$ cat src/rtl/twr_rate_pkg.sv
package twr_rate_pkg;
    typedef enum logic [1:0] {
        RS_OFF  = 2'd0,
        RS_SYNC = 2'd1,
        RS_RUN  = 2'd2
    } rate_state_e;

    // Tick index of quarter point q in a bit of 'ticks' ticks (rounded half up)
    function automatic int quarter_pos(input int q, input int ticks);
        return (q * ticks + 2) / 4;
    endfunction
endpackage

$ cat src/rtl/twr_prescale.sv
module twr_prescale #(
    parameter int M_W = 4
) (
    input  logic           clk,
    input  logic           rst_n,
    input  logic           clr,
    input  logic           run,
    input  logic [M_W-1:0] m_val,
    output logic           pulse
);
    logic [M_W-1:0] cnt;

    assign pulse = run && (cnt == m_val);

    always_ff @(posedge clk or negedge rst_n) begin
        if (!rst_n)
            cnt <= '0;
        else if (clr)
            cnt <= '0;
        else if (run)
            cnt <= pulse ? '0 : cnt + 1'b1;
    end

    // linear stage never counts past its terminal value
    p_pre_bound_r2: assert property (@(posedge clk) disable iff (!rst_n)
        cnt <= m_val)
        else $error("prescale count above M");
endmodule

$ cat src/rtl/twr_pow2.sv
module twr_pow2 #(
    parameter int N_W = 3,
    localparam int CW = 2 ** N_W
) (
    input  logic           clk,
    input  logic           rst_n,
    input  logic           clr,
    input  logic           step,
    input  logic [N_W-1:0] n_val,
    output logic           tick
);
    logic [CW-1:0] cnt;
    logic [CW-1:0] last;

    // terminal value 2^(N+1)-1
    assign last = {CW{1'b1}} >> (N_W'(CW - 1) - n_val);
    assign tick = step && (cnt == last);

    always_ff @(posedge clk or negedge rst_n) begin
        if (!rst_n)
            cnt <= '0;
        else if (clr)
            cnt <= '0;
        else if (step)
            cnt <= tick ? '0 : cnt + 1'b1;
    end

    // power-of-two stage stays below 2^(N+1)
    p_pow_bound_r2: assert property (@(posedge clk) disable iff (!rst_n)
        cnt <= last)
        else $error("pow2 count above limit");
endmodule

$ cat src/rtl/twr_phase.sv
module twr_phase
    import twr_rate_pkg::*;
#(
    parameter int TICKS = 10,
    localparam int PW = $clog2(TICKS)
) (
    input  logic       clk,
    input  logic       rst_n,
    input  logic       clr,
    input  logic       tick,
    output logic       samp_q,
    output logic       stb_q,
    output logic [1:0] num_q
);
    logic [PW-1:0] pcnt;
    logic [3:0]    hit;
    logic [1:0]    num;

    for (genvar q = 0; q < 4; q++) begin : g_quarter
        assign hit[q] = (pcnt == PW'(quarter_pos(q, TICKS)));
    end

    always_comb begin
        num = 2'd0;
        for (int q = 0; q < 4; q++)
            if (hit[q]) num = 2'(q);
    end

    always_ff @(posedge clk or negedge rst_n) begin
        if (!rst_n) begin
            pcnt   <= '0;
            samp_q <= 1'b0;
            stb_q  <= 1'b0;
            num_q  <= 2'd0;
        end else if (clr) begin
            pcnt   <= '0;
            samp_q <= 1'b0;
            stb_q  <= 1'b0;
            num_q  <= 2'd0;
        end else begin
            samp_q <= tick;
            stb_q  <= tick && (|hit);
            if (tick && (|hit))
                num_q <= num;
            if (tick)
                pcnt <= (pcnt == PW'(TICKS - 1)) ? '0 : pcnt + 1'b1;
        end
    end

    // tick index stays within one bit period
    p_pcnt_bound_r5: assert property (@(posedge clk) disable iff (!rst_n)
        pcnt <= PW'(TICKS - 1))
        else $error("phase count out of range");

    // a quarter strobe only rides on a sample tick
    p_stb_tick_r6: assert property (@(posedge clk) disable iff (!rst_n)
        stb_q |-> samp_q)
        else $error("strobe without tick");
endmodule

$ cat src/rtl/twr_rate_divider.sv
module twr_rate_divider
    import twr_rate_pkg::*;
#(
    parameter int M_W   = 4,
    parameter int N_W   = 3,
    parameter int TICKS = 10,
    localparam int CFG_W = M_W + N_W + 1
) (
    input  logic             clk,
    input  logic             rst_n,
    input  logic             enable,
    input  logic             cfg_wr,
    input  logic [CFG_W-1:0] cfg_data,
    output logic             sample_tick,
    output logic             phase_stb,
    output logic [1:0]       phase_num
);
    rate_state_e    state_q, state_d;
    logic [M_W-1:0] m_q;
    logic [N_W-1:0] n_q;
    logic           run, clr, pre_pulse, pow_tick;

    // rate word register
    always_ff @(posedge clk or negedge rst_n) begin
        if (!rst_n) begin
            m_q <= '0;
            n_q <= '0;
        end else if (cfg_wr) begin
            m_q <= cfg_data[N_W +: M_W];
            n_q <= cfg_data[N_W-1:0];
        end
    end

    // next-state logic
    always_comb begin
        state_d = state_q;
        unique case (state_q)
            RS_OFF:  if (enable) state_d = RS_SYNC;
            RS_SYNC: state_d = RS_RUN;
            RS_RUN:  state_d = RS_RUN;
            default: state_d = RS_OFF;
        endcase
        if (!enable)
            state_d = RS_OFF;
        else if (cfg_wr)
            state_d = RS_SYNC;
    end

    // state register
    always_ff @(posedge clk or negedge rst_n) begin
        if (!rst_n)
            state_q <= RS_OFF;
        else
            state_q <= state_d;
    end

    // state outputs
    always_comb begin
        run = (state_q == RS_RUN);
        clr = !run || cfg_wr || !enable;
    end

    twr_prescale #(.M_W(M_W)) u_pre (
        .clk(clk), .rst_n(rst_n), .clr(clr), .run(run),
        .m_val(m_q), .pulse(pre_pulse)
    );

    twr_pow2 #(.N_W(N_W)) u_pow (
        .clk(clk), .rst_n(rst_n), .clr(clr), .step(pre_pulse),
        .n_val(n_q), .tick(pow_tick)
    );

    twr_phase #(.TICKS(TICKS)) u_phase (
        .clk(clk), .rst_n(rst_n), .clr(clr), .tick(pow_tick),
        .samp_q(sample_tick), .stb_q(phase_stb), .num_q(phase_num)
    );

    // the edge carrying a write leaves no tick behind
    p_wr_quiet_r7: assert property (@(posedge clk) disable iff (!rst_n)
        cfg_wr |=> !sample_tick)
        else $error("tick after write edge");

    // sync lasts exactly one cycle when undisturbed
    p_sync_run_r7: assert property (@(posedge clk) disable iff (!rst_n)
        (state_q == RS_SYNC && enable && !cfg_wr) |=> (state_q == RS_RUN))
        else $error("sync did not advance");

    // disabled means silent
    p_off_quiet_r8: assert property (@(posedge clk) disable iff (!rst_n)
        !enable |=> (!sample_tick && !phase_stb && state_q == RS_OFF))
        else $error("activity while disabled");
endmodule

$ cat config.mk
export PLATFORM = sky130hd
export DESIGN_NAME = twr_rate_divider
export DESIGN_NICKNAME = d
export VERILOG_FILES = /design/src/rtl/twr_rate_pkg.sv /design/src/rtl/twr_prescale.sv /design/src/rtl/twr_pow2.sv /design/src/rtl/twr_phase.sv /design/src/rtl/twr_rate_divider.sv
export SDC_FILE = /design/constraint.sdc
export NUM_CORES = 1
export LEC_CHECK = 0
export ABC_CLOCK_PERIOD_IN_PS = 3300
export BUFFER_PORTS_ARGS = -buffer_cell sky130_fd_sc_hd__buf_2
export CORE_ASPECT_RATIO = 1.2
export CORE_MARGIN = 1.5
export CORE_UTILIZATION = 30
export DETAILED_ROUTE_END_ITERATION = 8
export SYNTH_ARGS = -nofsm -noshare
export SYNTH_HDL_FRONTEND = slang
export SYNTH_SLANG_ARGS = --single-unit
export TNS_END_PERCENT = 50
$ cat constraint.sdc
create_clock -name clk -period 3.3 [get_ports clk]
set_input_delay 0.66 -clock clk [delete_from_list [all_inputs] [get_ports clk]]
set_output_delay 0.66 -clock clk [all_outputs]
set_load 0.05 [all_outputs]
* Word level (Yosys, flattened, before mapping)
Cells that the tools add are included.
Word-level totals: input port bits 12, word-level logic and storage cells 56, output and inout port bits 4, register bits after elaboration 29
Cells by class: multiplexer cells 19, shifts and indexed selects 1, $add $sub $neg 4, reduce and logical (&&, ||, !) cells 15, equality and inequality tests 8
Operator list (count):
- 2-to-1 mux 4 bit | 6
- 2-to-1 mux 8 bit | 3
- 2-to-1 mux 2 bit | 6
- adder 4 x 1 -> 4 bit (second input constant) | 2
- adder 8 x 1 -> 8 bit (second input constant) | 1
- equality test 4 bit (second input constant) | 2
- equality test 8 bit | 1
- nonzero test 2 bit | 4
- right shift 8 x 3 -> 8 bit (first input constant) | 1
- equality test 4 x 2 -> 1 bit (second input constant) | 1
- equality test 4 x 3 -> 1 bit (second input constant) | 1
- equality test 4 bit | 1
- logical NOT 4 bit | 1
- one-hot mux 2 bit (2 select lines) | 1
- OR reduction 4 bit | 1
- logical AND 1 bit | 3
- 2-to-1 mux 1 bit | 3
- subtractor 3 bit (first input constant) | 1
- equality test 2 x 1 -> 1 bit (second input constant) | 1
- equality test 2 bit (second input constant) | 1
- logical NOT 1 bit | 2
- logical NOT 2 bit | 1
- logical OR 1 bit | 2
- OR reduction 2 bit | 1

* Longest topological paths before layout
word-level depth 7, depth in mapped cells 8, mapped depth without buffers 7

* By module
From an unflattened synthesis, not the netlist that was laid out.
Second synthesis, totals: cells, all modules 170, area total of the unflattened synthesis 1699.1 µm²
Modules (own cells, without submodules):
- twr_pow2 | cells an instance 70, sequential area each 200.2 µm², area an instance 590.6 µm², instances 1
- twr_phase | cells an instance 44, sequential area each 200.2 µm², area an instance 434.2 µm², instances 1
- twr_rate_divider | cells an instance 24, sequential area each 225.2 µm², area an instance 399.1 µm², instances 1
- twr_prescale | cells an instance 32, sequential area each 100.1 µm², area an instance 275.3 µm², instances 1

* Worst setup path after synthesis
Ideal clock, no wire load.
kind flip-flop to flip-flop, start reg n_q[1], end reg u_phase.pcnt[1], arrival time 1.848 ns, setup time 0.078 ns, setup slack 1.374 ns, data required time 3.222 ns, path buffers 1, stages on the path, launching flop included 8, period minus slack after synthesis 1.926 ns, cell sequence dfrtp_1 -> buf_2 -> nor4_1 -> o21ai_0 -> a211oi_1 -> nand4_2 -> or4_1 -> a21oi_1
Between the ends: cells in the longest elaborated chain, start to end 5
Ends and longest elaborated chain:
- from (decl) | line twr_rate_divider.sv:20 | logic [N_W-1:0] n_q;
- from (signal assigned) | line twr_rate_divider.sv:30 | n_q <= cfg_data[N_W-1:0];
- subtractor 3 bit | line twr_pow2.sv:16 | assign last = {CW{1'b1}} >> (N_W'(CW - 1) - n_val);
- right shift 8 x 3 -> 8 bit | line twr_pow2.sv:16
- equality test 8 bit | line twr_pow2.sv:17 | assign tick = step && (cnt == last);
- logical AND 1 bit | line twr_pow2.sv:17
- nonzero test 2 bit (no line)
- to (signal assigned) | line twr_phase.sv:46 | pcnt <= (pcnt == PW'(TICKS - 1)) ? '0 : pcnt + 1'b1;
- to (decl) | line twr_phase.sv:15 | logic [PW-1:0] pcnt;
No other way between the ends. A chain may end at the register's enable or synchronous reset.

* Final worst setup path
start reg n_q[2], end reg u_phase.pcnt[1]
The elaborated chain is that of the path after synthesis.

==> summary.md <==
| Metric | Value |
|---|---|
| RR Startpoint | `n_q[2]` |
| Ranking of synthesized cells by area | `dfrtp_1, xnor2_1, mux2_2` |
| F_max | `423.0 MHz` |
| Final count of hold timing violations | `0` |
| Syn. warnings | `0` |
| Vias in the first global route | `1088` |
| Bufs on Longest Clock Path | `2` |
| Worst Path Required | `3510 ps` |
| Buf/Inv on CP | `0` |
| Setup slack, reg-to-reg | `940 ps` |
| First-pass GRT wire length | `5023 um` |
| Initial antenna violation count | `0` |
| Hold buffer count at CTS | `0` |
| Sink Count | `29` |
| Multi-input gate area | `723.2 um2` |
| Most common cell after layout, fill and taps aside | `dfrtp_1` |
| Clock skew | `11.56 ps` |
| Die Wd | `67.69 um` |
| Slew @ Worst Pin | `626.6 ps` |
| Drt drc | `0` |
| Final core utilization | `0.3589` |
| Final wirelength | `2812 um` |
| Cts repair resizes | `0` |
| Max Cap Viol | `0` |
| Wire length per cell | `12.23 um` |
| Core ar. | `4870 um2` |
| Syn_area_per_cell | `9.846 um2` |
| Routability cong. | `0.7844` |
| Cell count along the critical path | `6` |
| Crit-path slowest cell | `or4_1` |
| Final instance area | `1748 um2` |
| Largest net degree at the start of global routing | `30` |
| Initial DRT Pass Iterations | `4` |
| Synthesized area | `1506 um2` |
| GRT overflow | `0` |
| Family with the most delay on the worst path | `simple AND/OR/NAND/NOR gates` |
| CTS tree | `built` |
| Final setup violation count | `0` |
| Delay of the slowest cell on the worst path | `570 ps` |
| Commonest cells after routing, fill and taps aside | `dfrtp_1, nor2_1, buf_2, xnor2_1` |
| Worst min path class | `primary input to async pin` |
| I/O Buffers | `14` |
| Ant diodes | `0` |
| Reg2reg path depth | `6` |
| Post-synth net total | `169` |
| Final period utilization | `0.7165` |
| PwrDens | `465.4 nW/um2` |
| Setup CP Type | `flip-flop to flip-flop` |
| Status | `completed` |
| Post-DP HPWL | `1960 um` |
| Later-pin clock latency in the skew report | `290 ps` |
| Startpoint types | `flip-flop` |
| Via density | `4.904` |
| FF-to-FF End | `u_phase.pcnt[1]` |
| DRT antenna net count | `0` |
| Critical path endpoint | `u_phase.pcnt[1]` |
| Synth Register Bits | `29` |
| Post-synth cell types | `34` |
| Initial cell density of the core | `0.3094` |
| Slew HR | `0.5795` |
| FILL cells | `499` |
| Sequential fraction of the synthesis area | `0.4817` |
| Setup Fix Bufs, Post-CTS | `0` |
| Total CTS buffers | `5` |
| RSZ-0062 raised after global routing | `no` |
| Root Buffer | `clkbuf_8` |
| H-tree Lvls | `2` |
| Critical path arrival | `2570 ps` |
| Layout cells sized above 1 | `0.1882` |
| Top cell type's share of synthesized area | `0.4817` |
| I/O pins | `16` |
| Maximum VDD drop | `0.1914 mV` |
| Final slew viol count | `0` |
| Critical Path Start | `n_q[2]` |
| CP endpoint kind | `flip-flop` |
| Crit path cell chain | `nand2_1 -> a221o_1 -> a311oi_2 -> nand4_2 -> or4_1 -> a21oi_1` |
| Post-synthesis cell count | `153` |
| Static leakage | `0.7453 nW` |
| DIE AREA | `5458 um2` |
| Row count | `28` |
| Routed via count | `1128` |
| Setup TNS | `0 ps` |
| Die H | `80.63 um` |
| Starting DRC count in detailed routing | `51` |
| Net count, final | `185` |
| Global-route usage over all layers | `0.1247` |
| CP Max Fanout | `15` |
| CTS clk-pin slew, worst paths | `70 ps` |
| Area post-placement | `1628 um2` |
| Synth area leader | `dfrtp_1` |
| Final worst path period need | `2364 ps` |
| Sequential Area | `725.7 um2` |
| Area Overhead vs Synth | `16.03%` |
[sequential cells by signal, indices dropped and copies added (netlist names)]
signal and flops:
m_q 4, n_q 3, state_q 2, u_phase.num_q 2
u_phase.pcnt 4, u_phase.samp_q 1, u_phase.stb_q 1, u_pow.cnt 8
u_pre.cnt 4
[cell type report]
type / instances / share of cell area
inverter: 9 / 0.01933
clock inverter: 2 / 0.02147
clock buffer: 6 / 0.04724
multi-input combinational: 110 / 0.4137
tap: 60 / 0.04295
timing repair buffer: 14 / 0.04009
sequential: 29 / 0.4152
[layer usage]
layer | global-route usage | part of all wire
met4 | 0.05510 | 0.018
met1 | 0.1495 | 0.47
met3 | 0.04202 | 0.040
met2 | 0.1990 | 0.48
met5 | 0 | 0
[worst reg2reg max path: cells and delay by family, from the launching register on]
family	cells	cell delay, ps
simple gates	3	1030
flops	1	530
compound gates	3	740
[report_power, final]
part / total (mW) / internal, mW / switching [mW]
sequential: 0.377 / 0.366 / 0.0117
clock: 0.389 / 0.245 / 0.144
combinational: 0.0469 / 0.0229 / 0.0239
total: 0.813 / 0.634 / 0.180
[synthesized netlist by cell type]
| cell | instances |
|---|---|
| or3_1 | 2 |
| o211ai_1 | 2 |
| or3b_2 | 1 |
| nand4_2 | 1 |
| buf_2 | 1 |
| a211oi_1 | 1 |
| xnor2_1 | 11 |
| nand2_1 | 9 |
| nor2b_1 | 3 |
| a221o_1 | 1 |
| and3_1 | 3 |
| o21ai_1 | 5 |
| o21a_1 | 1 |
| nor4_1 | 1 |
| a31oi_1 | 1 |
| nor2_1 | 19 |
| dfrtp_1 | 29 |
| ha_1 | 4 |
| o2111ai_1 | 1 |
| inv_1 | 9 |
| o21ai_0 | 4 |
| nand4_1 | 3 |
| or4_1 | 2 |
| xor2_1 | 5 |
| mux2_2 | 7 |
| nand3b_1 | 1 |
| nor3_1 | 5 |
| and3b_1 | 2 |
| buf_4 | 1 |
| nand3_1 | 4 |
| clkbuf_1 | 3 |
| and2_1 | 2 |
| a21oi_1 | 8 |
| a311oi_2 | 1 |
[metrics by stage]
step	hold WS [ps]	power (mW)	worst slack, ps	std cells
detailed placement	504.1	0.4328	918.9	222
global placement	499.2	0.4314	938.3	222
finish	379.9	0.8135	935.7	230
floorplan	364.4	0.4142	1374	153
CTS	415.2	0.8294	915.8	230
global route	446.3	0.8513	762.8	230
[worst min-delay path by stage]
stage,slack (ps),cells after the start,from,end
after floorplan,360,0,rst_n,m_q[0]
after global placement,500,1,u_pre.cnt[0],u_pre.cnt[0]
after detailed placement,500,1,u_pre.cnt[0],u_pre.cnt[0]
after CTS,420,1,rst_n,u_phase.pcnt[1]
after global routing,450,1,rst_n,u_phase.num_q[1]
final,380,1,rst_n,u_phase.pcnt[1]
[cell families (layout without fill, tap and decap cells)]
kind of cell,Yosys count,count (layout),share of synthesized area
compound gates,25,25,0.1030
flops,29,29,0.4817
fa+ha+maj,4,4,0.03322
simple gates,58,58,0.1985
xor+xnor,16,16,0.09302
buf+inv,14,31,0.03820
mux,7,7,0.05233
Note: power is estimated with default switching activity, not from simulation.
